--- src/rtl/rtc_mon_pkg.sv ---
package rtc_mon_pkg;

  typedef enum logic [2:0] {
    EV_START   = 3'd0,
    EV_RSTART  = 3'd1,
    EV_STOP    = 3'd2,
    EV_ADDR_WR = 3'd3,
    EV_ADDR_RD = 3'd4,
    EV_DATA_WR = 3'd5,
    EV_DATA_RD = 3'd6
  } ev_kind_e;

  typedef enum logic [2:0] {
    ST_IDLE,
    ST_ADDR,
    ST_REG,
    ST_WDATA,
    ST_RWAIT,
    ST_RDATA
  } mon_state_e;

  typedef struct packed {
    logic [6:0] sec;
    logic [6:0] min;
    logic [5:0] hour;
    logic [2:0] day;
    logic [5:0] date;
    logic [4:0] month;
    logic [7:0] year;
  } dt_fields_t;

  function automatic logic [7:0] bcd_to_bin(input logic [7:0] b);
    return 8'(b[3:0]) + 8'(b[7:4]) * 8'd10;
  endfunction

endpackage

--- src/rtl/rtc_mon_fsm.sv ---
module rtc_mon_fsm
  import rtc_mon_pkg::*;
#(
  parameter int ADDR_W = 7,
  parameter logic [ADDR_W-1:0] SLAVE_ADDR = 7'h68,
  parameter int PTR_W = 6
) (
  input  logic              clk_i,
  input  logic              rst_ni,
  input  logic              ev_valid_i,
  input  logic [2:0]        ev_kind_i,
  input  logic [ADDR_W-1:0] ev_addr_i,
  output logic              fire_o,
  output logic              fire_wr_o,
  output logic [PTR_W-1:0]  ptr_o,
  output logic              clr_o,
  output logic              warn_o
);

  mon_state_e       st_q, st_d;
  logic [PTR_W-1:0] ptr_q, ptr_d;
  ev_kind_e         kind;
  logic             addr_ok;

  assign kind    = ev_kind_e'(ev_kind_i);
  assign addr_ok = (ev_addr_i == SLAVE_ADDR);
  assign ptr_o   = ptr_q;

  always_comb begin
    st_d      = st_q;
    ptr_d     = ptr_q;
    fire_o    = 1'b0;
    fire_wr_o = 1'b0;
    clr_o     = 1'b0;
    warn_o    = 1'b0;
    if (ev_valid_i) begin
      if (kind == EV_STOP) begin
        st_d = ST_IDLE;
      end else begin
        case (st_q)
          ST_IDLE: if (kind == EV_START) st_d = ST_ADDR;
          ST_ADDR: begin
            if (kind == EV_START || kind == EV_RSTART) st_d = ST_IDLE;
            else if (kind == EV_ADDR_WR || kind == EV_ADDR_RD) begin
              if (addr_ok) begin
                clr_o = 1'b1;
                st_d  = (kind == EV_ADDR_WR) ? ST_REG : ST_RDATA;
              end else begin
                warn_o = 1'b1;
                st_d   = ST_IDLE;
              end
            end
          end
          ST_REG: begin
            if (kind == EV_START || kind == EV_RSTART) st_d = ST_IDLE;
            else if (kind == EV_DATA_WR) begin
              ptr_d = ev_addr_i[PTR_W-1:0];
              st_d  = ST_WDATA;
            end
          end
          ST_WDATA: begin
            if (kind == EV_START) st_d = ST_IDLE;
            else if (kind == EV_RSTART) st_d = ST_RWAIT;
            else if (kind == EV_DATA_WR) begin
              fire_o    = 1'b1;
              fire_wr_o = 1'b1;
            end
          end
          ST_RWAIT: begin
            if (kind == EV_START || kind == EV_RSTART) st_d = ST_IDLE;
            else if (kind == EV_ADDR_RD) begin
              if (addr_ok) begin
                clr_o = 1'b1;
                st_d  = ST_RDATA;
              end else begin
                warn_o = 1'b1;
                st_d   = ST_IDLE;
              end
            end
          end
          ST_RDATA: begin
            if (kind == EV_START || kind == EV_RSTART) st_d = ST_IDLE;
            else if (kind == EV_DATA_RD) fire_o = 1'b1;
          end
          default: st_d = ST_IDLE;
        endcase
      end
    end
    if (fire_o) ptr_d = ptr_q + 1'b1;  // natural wrap at 2**PTR_W
  end

  always_ff @(posedge clk_i or negedge rst_ni) begin
    if (!rst_ni) begin
      st_q  <= ST_IDLE;
      ptr_q <= '0;
    end else begin
      st_q  <= st_d;
      ptr_q <= ptr_d;
    end
  end

  AST_STOP_TO_IDLE: assert property (@(posedge clk_i) disable iff (!rst_ni)
    (ev_valid_i && kind == EV_STOP) |=> (st_q == ST_IDLE));
  AST_PTR_STEP: assert property (@(posedge clk_i) disable iff (!rst_ni)
    fire_o |=> (ptr_q == PTR_W'($past(ptr_q) + 1'b1)));
  AST_REJECT_IDLE: assert property (@(posedge clk_i) disable iff (!rst_ni)
    warn_o |=> (st_q == ST_IDLE));
  AST_IDLE_SILENT: assert property (@(posedge clk_i) disable iff (!rst_ni)
    (st_q == ST_IDLE) |-> !(fire_o || warn_o || clr_o));

endmodule

--- src/rtl/rtc_mon_report.sv ---
module rtc_mon_report #(
  parameter int ADDR_W     = 7,
  parameter int PTR_W      = 6,
  parameter int N_CLK_REGS = 8,
  parameter int RATE_REG   = 7
) (
  input  logic              clk_i,
  input  logic              rst_ni,
  input  logic              fire_i,
  input  logic              fire_wr_i,
  input  logic [PTR_W-1:0]  ptr_i,
  input  logic              warn_i,
  input  logic [7:0]        byte_i,
  output logic              acc_valid_o,
  output logic              acc_write_o,
  output logic [PTR_W-1:0]  acc_reg_o,
  output logic [7:0]        acc_data_o,
  output logic              acc_is_ram_o,
  output logic              acc_sqw32k_o,
  output logic              warn_valid_o,
  output logic [ADDR_W-1:0] warn_addr_o
);

  localparam logic [PTR_W-1:0] RAM_BASE = PTR_W'(N_CLK_REGS);
  localparam logic [PTR_W-1:0] RATE_IDX = PTR_W'(RATE_REG);

  always_ff @(posedge clk_i or negedge rst_ni) begin
    if (!rst_ni) begin
      acc_valid_o  <= 1'b0;
      acc_write_o  <= 1'b0;
      acc_reg_o    <= '0;
      acc_data_o   <= '0;
      acc_is_ram_o <= 1'b0;
      acc_sqw32k_o <= 1'b0;
      warn_valid_o <= 1'b0;
      warn_addr_o  <= '0;
    end else begin
      acc_valid_o  <= fire_i;
      acc_sqw32k_o <= fire_i && (ptr_i == RATE_IDX) && (byte_i[1:0] == 2'b11);
      warn_valid_o <= warn_i;
      if (fire_i) begin
        acc_write_o  <= fire_wr_i;
        acc_reg_o    <= ptr_i;
        acc_data_o   <= byte_i;
        acc_is_ram_o <= (ptr_i >= RAM_BASE);
      end
      if (warn_i) warn_addr_o <= byte_i[ADDR_W-1:0];
    end
  end

  AST_ACC_WARN_EXCL: assert property (@(posedge clk_i) disable iff (!rst_ni)
    !(acc_valid_o && warn_valid_o));
  AST_SQW_NEEDS_ACC: assert property (@(posedge clk_i) disable iff (!rst_ni)
    acc_sqw32k_o |-> (acc_valid_o && !acc_is_ram_o));
  AST_PULSE_ONE: assert property (@(posedge clk_i) disable iff (!rst_ni)
    warn_valid_o |=> !warn_valid_o);

endmodule

--- src/rtl/rtc_mon_dt.sv ---
module rtc_mon_dt
  import rtc_mon_pkg::*;
#(
  parameter int PTR_W  = 6,
  parameter int N_TIME = 7
) (
  input  logic             clk_i,
  input  logic             rst_ni,
  input  logic             fire_i,
  input  logic             fire_wr_i,
  input  logic [PTR_W-1:0] ptr_i,
  input  logic [7:0]       byte_i,
  input  logic             clr_i,
  output logic             dt_valid_o,
  output logic             dt_write_o,
  output dt_fields_t       dt_o
);

  localparam logic [N_TIME-1:0] ALL_SEEN = '1;

  logic [N_TIME-1:0] mask_q, hit;
  logic              is_time;

  assign is_time = fire_i && (ptr_i < PTR_W'(N_TIME));
  assign hit     = is_time ? (N_TIME'(1) << ptr_i) : '0;

  always_ff @(posedge clk_i or negedge rst_ni) begin
    if (!rst_ni) begin
      mask_q     <= '0;
      dt_valid_o <= 1'b0;
      dt_write_o <= 1'b0;
      dt_o       <= '0;
    end else begin
      dt_valid_o <= 1'b0;
      if (clr_i) begin
        mask_q <= '0;
      end else if (is_time) begin
        case (ptr_i)
          PTR_W'(0): dt_o.sec   <= 7'(bcd_to_bin({1'b0, byte_i[6:0]}));  // drop clock-halt
          PTR_W'(1): dt_o.min   <= 7'(bcd_to_bin({1'b0, byte_i[6:0]}));
          PTR_W'(2): dt_o.hour  <= 6'(bcd_to_bin({2'b00, byte_i[5:0]})); // drop mode bits
          PTR_W'(3): dt_o.day   <= 3'(bcd_to_bin({5'b0, byte_i[2:0]}));
          PTR_W'(4): dt_o.date  <= 6'(bcd_to_bin({2'b00, byte_i[5:0]}));
          PTR_W'(5): dt_o.month <= 5'(bcd_to_bin({3'b000, byte_i[4:0]}));
          PTR_W'(6): dt_o.year  <= bcd_to_bin(byte_i);
          default: ;
        endcase
        if ((mask_q | hit) == ALL_SEEN) begin
          dt_valid_o <= 1'b1;
          dt_write_o <= fire_wr_i;
          mask_q     <= '0;
        end else begin
          mask_q <= mask_q | hit;
        end
      end
    end
  end

  AST_DT_FROM_ACCESS: assert property (@(posedge clk_i) disable iff (!rst_ni)
    dt_valid_o |-> $past(fire_i));
  AST_DT_MASK_EMPTY: assert property (@(posedge clk_i) disable iff (!rst_ni)
    dt_valid_o |-> (mask_q == '0));

endmodule

--- src/rtl/rtc_bus_monitor.sv ---
module rtc_bus_monitor
  import rtc_mon_pkg::*;
#(
  parameter int ADDR_W = 7,
  parameter logic [ADDR_W-1:0] SLAVE_ADDR = 7'h68,
  parameter int PTR_W = 6,
  parameter int N_CLK_REGS = 8,
  parameter int RATE_REG = 7,
  parameter int N_TIME = 7
) (
  input  logic              clk_i,
  input  logic              rst_ni,
  input  logic              ev_valid_i,
  input  logic [2:0]        ev_kind_i,
  input  logic [7:0]        ev_byte_i,
  output logic              acc_valid_o,
  output logic              acc_write_o,
  output logic [PTR_W-1:0]  acc_reg_o,
  output logic [7:0]        acc_data_o,
  output logic              acc_is_ram_o,
  output logic              acc_sqw32k_o,
  output logic              warn_valid_o,
  output logic [ADDR_W-1:0] warn_addr_o,
  output logic              dt_valid_o,
  output logic              dt_write_o,
  output logic [6:0]        dt_sec_o,
  output logic [6:0]        dt_min_o,
  output logic [5:0]        dt_hour_o,
  output logic [2:0]        dt_day_o,
  output logic [5:0]        dt_date_o,
  output logic [4:0]        dt_month_o,
  output logic [7:0]        dt_year_o
);

  logic             fire, fire_wr, clr, warn;
  logic [PTR_W-1:0] ptr;
  dt_fields_t       dt;

  rtc_mon_fsm #(
    .ADDR_W(ADDR_W), .SLAVE_ADDR(SLAVE_ADDR), .PTR_W(PTR_W)
  ) u_fsm (
    .clk_i(clk_i), .rst_ni(rst_ni),
    .ev_valid_i(ev_valid_i), .ev_kind_i(ev_kind_i),
    .ev_addr_i(ev_byte_i[ADDR_W-1:0]),
    .fire_o(fire), .fire_wr_o(fire_wr), .ptr_o(ptr),
    .clr_o(clr), .warn_o(warn)
  );

  rtc_mon_report #(
    .ADDR_W(ADDR_W), .PTR_W(PTR_W), .N_CLK_REGS(N_CLK_REGS), .RATE_REG(RATE_REG)
  ) u_report (
    .clk_i(clk_i), .rst_ni(rst_ni),
    .fire_i(fire), .fire_wr_i(fire_wr), .ptr_i(ptr), .warn_i(warn),
    .byte_i(ev_byte_i),
    .acc_valid_o(acc_valid_o), .acc_write_o(acc_write_o),
    .acc_reg_o(acc_reg_o), .acc_data_o(acc_data_o),
    .acc_is_ram_o(acc_is_ram_o), .acc_sqw32k_o(acc_sqw32k_o),
    .warn_valid_o(warn_valid_o), .warn_addr_o(warn_addr_o)
  );

  rtc_mon_dt #(
    .PTR_W(PTR_W), .N_TIME(N_TIME)
  ) u_dt (
    .clk_i(clk_i), .rst_ni(rst_ni),
    .fire_i(fire), .fire_wr_i(fire_wr), .ptr_i(ptr), .byte_i(ev_byte_i),
    .clr_i(clr),
    .dt_valid_o(dt_valid_o), .dt_write_o(dt_write_o), .dt_o(dt)
  );

  assign dt_sec_o   = dt.sec;
  assign dt_min_o   = dt.min;
  assign dt_hour_o  = dt.hour;
  assign dt_day_o   = dt.day;
  assign dt_date_o  = dt.date;
  assign dt_month_o = dt.month;
  assign dt_year_o  = dt.year;

endmodule

--- config.mk ---
export PLATFORM = sky130hd
export DESIGN_NAME = rtc_bus_monitor
export DESIGN_NICKNAME = d
export VERILOG_FILES = /design/src/rtl/rtc_mon_pkg.sv /design/src/rtl/rtc_mon_fsm.sv /design/src/rtl/rtc_mon_report.sv /design/src/rtl/rtc_mon_dt.sv /design/src/rtl/rtc_bus_monitor.sv
export SDC_FILE = /design/constraint.sdc
export NUM_CORES = 1
export LEC_CHECK = 0
export BUFFER_PORTS_ARGS = -buffer_cell sky130_fd_sc_hd__buf_4
export CAP_MARGIN = 5
export CORE_MARGIN = 2
export CORE_UTILIZATION = 45
export DETAILED_ROUTE_END_ITERATION = 7
export GPL_ROUTABILITY_DRIVEN = 0
export HOLD_SLACK_MARGIN = 0.1
export PLACE_DENSITY_LB_ADDON = 0.25
export SLEW_MARGIN = 10
export SYNTH_ARGS = -nofsm -noshare
export SYNTH_HDL_FRONTEND = slang
export SYNTH_SLANG_ARGS = --single-unit
--- constraint.sdc ---
create_clock -name clk_i -period 3 [get_ports clk_i]
set_input_delay 0.15 -clock clk_i [delete_from_list [all_inputs] [get_ports clk_i]]
set_output_delay 0.15 -clock clk_i [all_outputs]
set_load 0.01 [all_outputs]
; ---- After elaboration in Yosys (flattened, before gate mapping)
; Cells that the tools add are included.
[word_totals]
wordCells = 140
ff_bits = 86
out_inout_bits = 70
input_bits = 14
[classes]
order_cmp = 2
shifts = 1
mul = 4
n_addsub = 5
n_bitwise = 2
mux = 55
n_reduce_logical = 22
n_eq_ne = 29
[ops]
columns = op, n
row1 = $mux W3, 14
row2 = $mux W6, 6
row3 = $mux W7, 4
row4 = $mux W1, 27
row5 = $eq A6 B3 Y1 const B, 4
row6 = $reduce_and A3 Y1, 8
row7 = $pmux W3 S6, 1
row8 = $ne A4 B1 Y1 const B, 4
row9 = $eq A3 B3 Y1 const B, 5
row10 = $eq A7 B7 Y1 const B, 2
row11 = $eq A3 B2 Y1 const B, 4
row12 = $eq A6 B2 Y1 const B, 2
row13 = $add A4 B8 Y8, 1
row14 = $reduce_bool A2 Y1, 4
row15 = $add A4 B7 Y7, 1
row16 = $mul A4 B3 Y7 const B, 1
row17 = $or A7 B7 Y7, 1
row18 = $reduce_and A7 Y1, 1
row19 = $shl A1 B6 Y7 const A, 1
row20 = $add A4 B6 Y6, 1
row21 = $add A6 B1 Y6 const B, 1
row22 = $eq A3 B1 Y1 const B, 2
row23 = $eq A6 B1 Y1 const B, 1
row24 = $ge A6 B4 Y1 const B, 1
row25 = 15 further kinds, 23

; ---- Logic depth before layout (Yosys ltp)
[logic_depth]
word_depth = 14
mapped_depth = 10
mapped_depth_nobuf = 9

; ---- By module
; A second synthesis with hierarchy kept.
[unflattened]
hier_cells = 394
hier_area_um2 = 4372.9
[by_module_without_submodules]
columns = mod, instances, cells_per_inst, seq_area_each_um2, area_per_inst_um2
row1 = rtc_mon_dt, 1, 227, 1276.2, 2534.9
row2 = rtc_mon_report, 1, 56, 650.6, 963.4
row3 = rtc_mon_fsm, 1, 111, 225.2, 874.6

; ---- Least setup slack after synthesis
; OpenSTA, ideal clock, no wires.
[synth_timing]
kind = flip-flop to flip-flop
start = register u_fsm.ptr_q[3], in the netlist u_fsm.ptr_o[3]
end = register u_dt.dt_write_o
setup_time_ps = 125
n_path_buf = 2
setup_slack_ps = 380
t_required_ps = 2875
synth_period_minus_slack_ps = 2620
path_stages_with_launch = 9
arrival_time_ps = 2495
path_cell_list = dfrtp_1 > buf_6 > or3_4 > buf_6 > or4_4 > a211oi_2 > o22ai_2 > nor3_4 > mux2_4
[synth_via]
elab_chain_len = 6
word_cells_on_any_way = 7
cone_classes = order compare: 1 / eq/ne: 1 / shift: 1 / mux: 1 / bitwise: 1 / reduce/logical: 2
[synth_rtl]
columns = item, line
row1 = "start, declared", rtc_mon_fsm.sv:21  ; logic [PTR_W-1:0] ptr_q, ptr_d;
row2 = "start signal, assigned", rtc_mon_fsm.sv:98  ; ptr_q <= ptr_d;
row3 = $lt A6 B3 Y1, rtc_mon_dt.sv:24  ; assign is_time = fire_i && (ptr_i < PTR_W'(N_TIME));
row4 = $logic_and A1 B1 Y1, rtc_mon_dt.sv:24
row5 = $mux W7, rtc_mon_dt.sv:25  ; assign hit = is_time ? (N_TIME'(1) << ptr_i) : '0;
row6 = $or A7 B7 Y7, rtc_mon_dt.sv:48  ; if ((mask_q | hit) == ALL_SEEN) begin
row7 = $eq A7 B7 Y1, rtc_mon_dt.sv:48
row8 = $reduce_and A3 Y1 (no source line) (*), -
row9 = "end signal, assigned", rtc_mon_dt.sv:50  ; dt_write_o <= fire_wr_i;
row10 = "end, declared", rtc_mon_dt.sv:15  ; output logic dt_write_o,
; Mark *: on every way between the ends. The rest lies on a longest branch, timed or not.
; A chain may end at the register's enable or synchronous reset.

; ---- Final worst setup path
[layout_timing]
start = register u_fsm.st_q[2]
end = register u_dt.dt_o[1] in the netlist's numbering
[layout_via]
elab_chain_len = 6
word_cells_on_any_way = 13
cone_classes = eq/ne: 4 / mux: 6 / bitwise: 1 / reduce/logical: 2
[layout_rtl]
columns = item, line
row1 = "start, declared", rtc_mon_fsm.sv:20  ; mon_state_e st_q, st_d;
row2 = "start signal, assigned", rtc_mon_fsm.sv:97  ; st_q <= st_d;
row3 = "$eq A3 B3 Y1, or another cell as far along", rtc_mon_fsm.sv:40  ; case (st_q)
row4 = $pmux W1 S2, rtc_mon_fsm.sv:40
row5 = $mux W1, rtc_mon_fsm.sv:37  ; if (kind == EV_STOP) begin
row6 = $mux W1, rtc_mon_fsm.sv:36  ; if (ev_valid_i) begin
row7 = $logic_and A1 B1 Y1 / $not A1 Y1 (equally long branches), -
row8 = $reduce_and A3 Y1 (no source line) (*), -
row9 = "end, declared", rtc_mon_dt.sv:16  ; output dt_fields_t dt_o
; Marks and branches as above.

==> flow_summary.ini <==
[power_and_ir_drop]
internal_power_w = 0.001886
pwr_density_cell_nw_per_um2 = 484.8
p_switching_w = 0.0006703
max-vdd-ir-drop_v = 0.0002318
p_clk_share_pct = 34.2
combPwrFrac_pct = 17.1
p_seq_share_pct = 48.8
p_leak_nw = 2.676
sw_frac_of_total_pct = 26.22

[global_routing]
gr-total-overflow = 0
grt_pass1_wl_microns = 16990
grt_pass1_vias = 3415
grt_max_degree = 87
antenna_found_initial = 0
gr-usage-all-layers_pct = 21.26

[logic_synthesis]
synthXorXnorAreaFrac_pct = 2.249
ys_ff_latch = 86
synth_top_family_by_area = simple AND/OR/NAND/NOR gates
avgSynthCellArea_sq_um = 10.55
synth_edf_count = 0
synthAdderAreaFrac_pct = 5.317
ys_types = 54
yosys.area_share.simple_pct = 15.48
yosysSeqAreaShare_pct = 50.25
muxShareOfSynthArea_pct = 10.93
syn_area_sq_um = 4283
yosysTopAreaCell = dfrtp_1
yosysWarnings = 0
syn_nets = 437
postSynthCellCount = 406
synthFlopType = dfrtp_1
yosysTopAreaCellShare_pct = 50.25
synth_area_leaders = dfrtp_1 (50%), mux2_2 (8.9%), nand2_1 (7.5%), ha_1 (4.4%), o21ai_0 (3.0%)
synth-compound-area-share_pct = 11.83
ys_async_sr_fraction_pct = 100.0

[worst_setup_path]
slowest_stage = nor4_1
r2r-end = u_dt.dt_o[1]$_DFFE_PN0P_
endpoint_kind = flop
crit_chain = and4bb_2 > a22oi_2 > nor4_1 > nand2_1 > mux2_2
crit-reg2reg-launch = u_fsm.st_q[2]$_DFFE_PN0P_
path_max_fanout = 13
max_stage_delay_ps = 720
reg2reg_slack_ps = 260
required_ps = 3240
criticalPathCategory = reg -> reg
reg2regPathDepth = 5
arrival_ps = 2990
worstSetupStartpointType = flop

[cts]
postCtsSetupBuffers = 0
clk_pin_slew_ps = 80
clock_latency_ps = 360
clockBufferDepth = 2
cts-buffers-inserted = 9
cts_max_level = 3
cts_sinks = 86
cts_tree = built
cts_root_buffer = clkbuf_8

[route]
first_iter_violations = 149
wl_met1_microns = 4351
wl_per_cell_microns = 16.35
ant_nets = 0
drc = 0
highest_layer = met4
vias = 3362
route.met3.wl_microns = 771
routed_wl_microns = 10250
vias_per_cell = 5.362
firstDrtPassIters = 4
met2WireLength_microns = 4937

[finish]
layout_commonest_cell = buf_4
mostFrequentLayoutCells = buf_4 (90), nand2_1 (86), dfrtp_1 (86), mux2_2 (34), o21ai_0 (26)
nFillCells = 820
area_growth_pct = 23.11
drive_gt1_share_pct = 30.52
nNetsFinal = 525
final_cells = 627
num_antenna_cells = 0

[timing]
fin_crit_sh_pct = 91.43
hold_viol_final = 0
timing.setup.tns_ps = 0
slew_viol_final = 0
fmax_mhz = 364.6
relSlewSlack_pct = 29.58
min_period_ps = 2743
hold_ws_ps = 118.8
rsz0062_at_grt = no
skew_ps = 15.21
worstMarginPinSlew_ps = 1056
setup_violations = 0

[placement]
dpl.cell_count = 606
hpwl_microns = 7397
port_buffers = 83

[die]
row_count = 35
core_area_sq_um = 9240
die_w_microns = 101.6
die_h_microns = 101.6
ios = 84
initial_utilization_pct = 46.35
die-area_sq_um = 10310

[hold_path]
hold_end = u_report.warn_addr_o[2]$_DFFE_PN0P_
hold_start = ev_byte_i[2]
holdPathStages = 2
hold_class = in -> reg

[job]
cap_violations = 0

[outcome]
status = finished, final reports clean
-- routing by layer --
layer | GRT usage, % | vias to the layer above
li1 | - | 1602
met4 | 8.732 | 0
met1 | 27.19 | 1630
met3 | 6.901 | 22
met2 | 33.45 | 108
met5 | 0 | -
-- area by class of cell --
| type | count | area, sq um | share of cell area [%] |
|---|---|---|---|
| multi-input combinational | 289 | 1968 | 37.33 |
| tap | 129 | 161.4 | 3.061 |
| clock inverter | 5 | 82.58 | 1.566 |
| sequential | 86 | 2152 | 40.82 |
| timing repair buffer | 96 | 735.7 | 13.95 |
| clock buffer | 10 | 127.6 | 2.420 |
| inverter | 12 | 45.04 | 0.8543 |
-- cell families (layout without fill, tap and decap cells) --
logic type,after synthesis,after routing
compound gates,79,79
buf+inv,31,123
simple gates,140,140
fa+ha+maj,17,17
xor+xnor,11,11
flops,86,86
mux,42,42
-- through the flow --
| stage | util, % | area (sq um) | setup WS (ps) | total power, W |
|---|---|---|---|---|
| global placement | 54.07 | 4996 | 329.5 | 0.001696 |
| global route | 57.06 | 5273 | 50.64 | 0.002684 |
| finish | 57.06 | 5273 | 257.0 | 0.002556 |
| detailed placement | 54.07 | 4996 | 270.4 | 0.001705 |
| CTS | 56.99 | 5266 | 274.4 | 0.002588 |
| floorplan | - | 4283 | 379.9 | 0.001512 |
-- sequential cells by signal, summed over array words and instances, names as in the netlist --
name	flops
u_dt.dt_write_o	1
u_report.acc_reg_o	6
u_report.acc_sqw32k_o	1
u_report.acc_write_o	1
u_report.acc_valid_o	1
u_dt.dt_o	42
u_report.acc_data_o	8
u_dt.dt_valid_o	1
u_fsm.ptr_o	6
u_dt.mask_q	7
u_fsm.st_q	3
u_report.warn_addr_o	7
u_report.acc_is_ram_o	1
u_report.warn_valid_o	1
-- worst max-delay path by stage --
stage	from	to	slack, ps	depth (start not counted)
after detailed placement	u_fsm.st_q[2]$_DFFE_PN0P_	u_dt.dt_o[32]$_DFFE_PN0P_	270	5
after CTS	u_fsm.st_q[2]$_DFFE_PN0P_	u_dt.dt_o[29]$_DFFE_PN0P_	270	5
after global placement	u_fsm.st_q[1]$_DFFE_PN0P_	u_dt.dt_o[34]$_DFFE_PN0P_	330	5
after floorplan	u_fsm.ptr_o[3]$_DFFE_PN0P_	u_dt.dt_write_o$_DFFE_PN0P_	380	8
after global routing	u_fsm.st_q[2]$_DFFE_PN0P_	u_dt.dt_o[1]$_DFFE_PN0P_	50	5
final	u_fsm.st_q[2]$_DFFE_PN0P_	u_dt.dt_o[1]$_DFFE_PN0P_	260	5
-- power groups by stage --
stage,logic [W],registers (W),clock network (W)
after floorplan,0.000215,0.00130,0
after global placement,0.000427,0.00127,0
after detailed placement,0.000434,0.00127,0
after CTS,0.000442,0.00125,0.000899
after global routing,0.000484,0.00126,0.000944
final,0.000436,0.00125,0.000873
-- worst max-delay path, delay by kind of cell (launching register included) --
| family | cells | cell delay [ps] |
|---|---|---|
| compound gates | 1 | 190 |
| simple gates | 3 | 1500 |
| mux | 1 | 380 |
| flops | 1 | 580 |
-- Yosys cell counts (2+ instances only) --
master / n
fa_1: 2
nor2_1: 10
a21oi_1: 17
a31oi_1: 2
nor2b_1: 3
nand2b_1: 4
nand3_1: 6
clkbuf_8: 3
xor2_1: 4
xnor2_1: 7
a21o_1: 5
o21ai_0: 26
a211oi_1: 2
ha_1: 15
and2_1: 3
nand3b_1: 2
o211ai_1: 4
mux2_2: 34
o2111ai_1: 2
buf_6: 3
mux2i_1: 7
nor3b_1: 2
a2111oi_0: 3
and3_1: 2
a22oi_1: 4
clkbuf_1: 12
o22ai_1: 5
dfrtp_1: 86
nand2_1: 86
nor4_1: 5
nor3_1: 7
inv_1: 11
-- repair_timing --
item | 4_1_cts | 5_1_grt
setup endpoints to repair | 0 | 4
hold endpoints to repair | 97 | 0
gates resized for setup | 0 | 1
hold buffers | 6 | 0
Note: power is estimated with default switching activity, not from simulation.
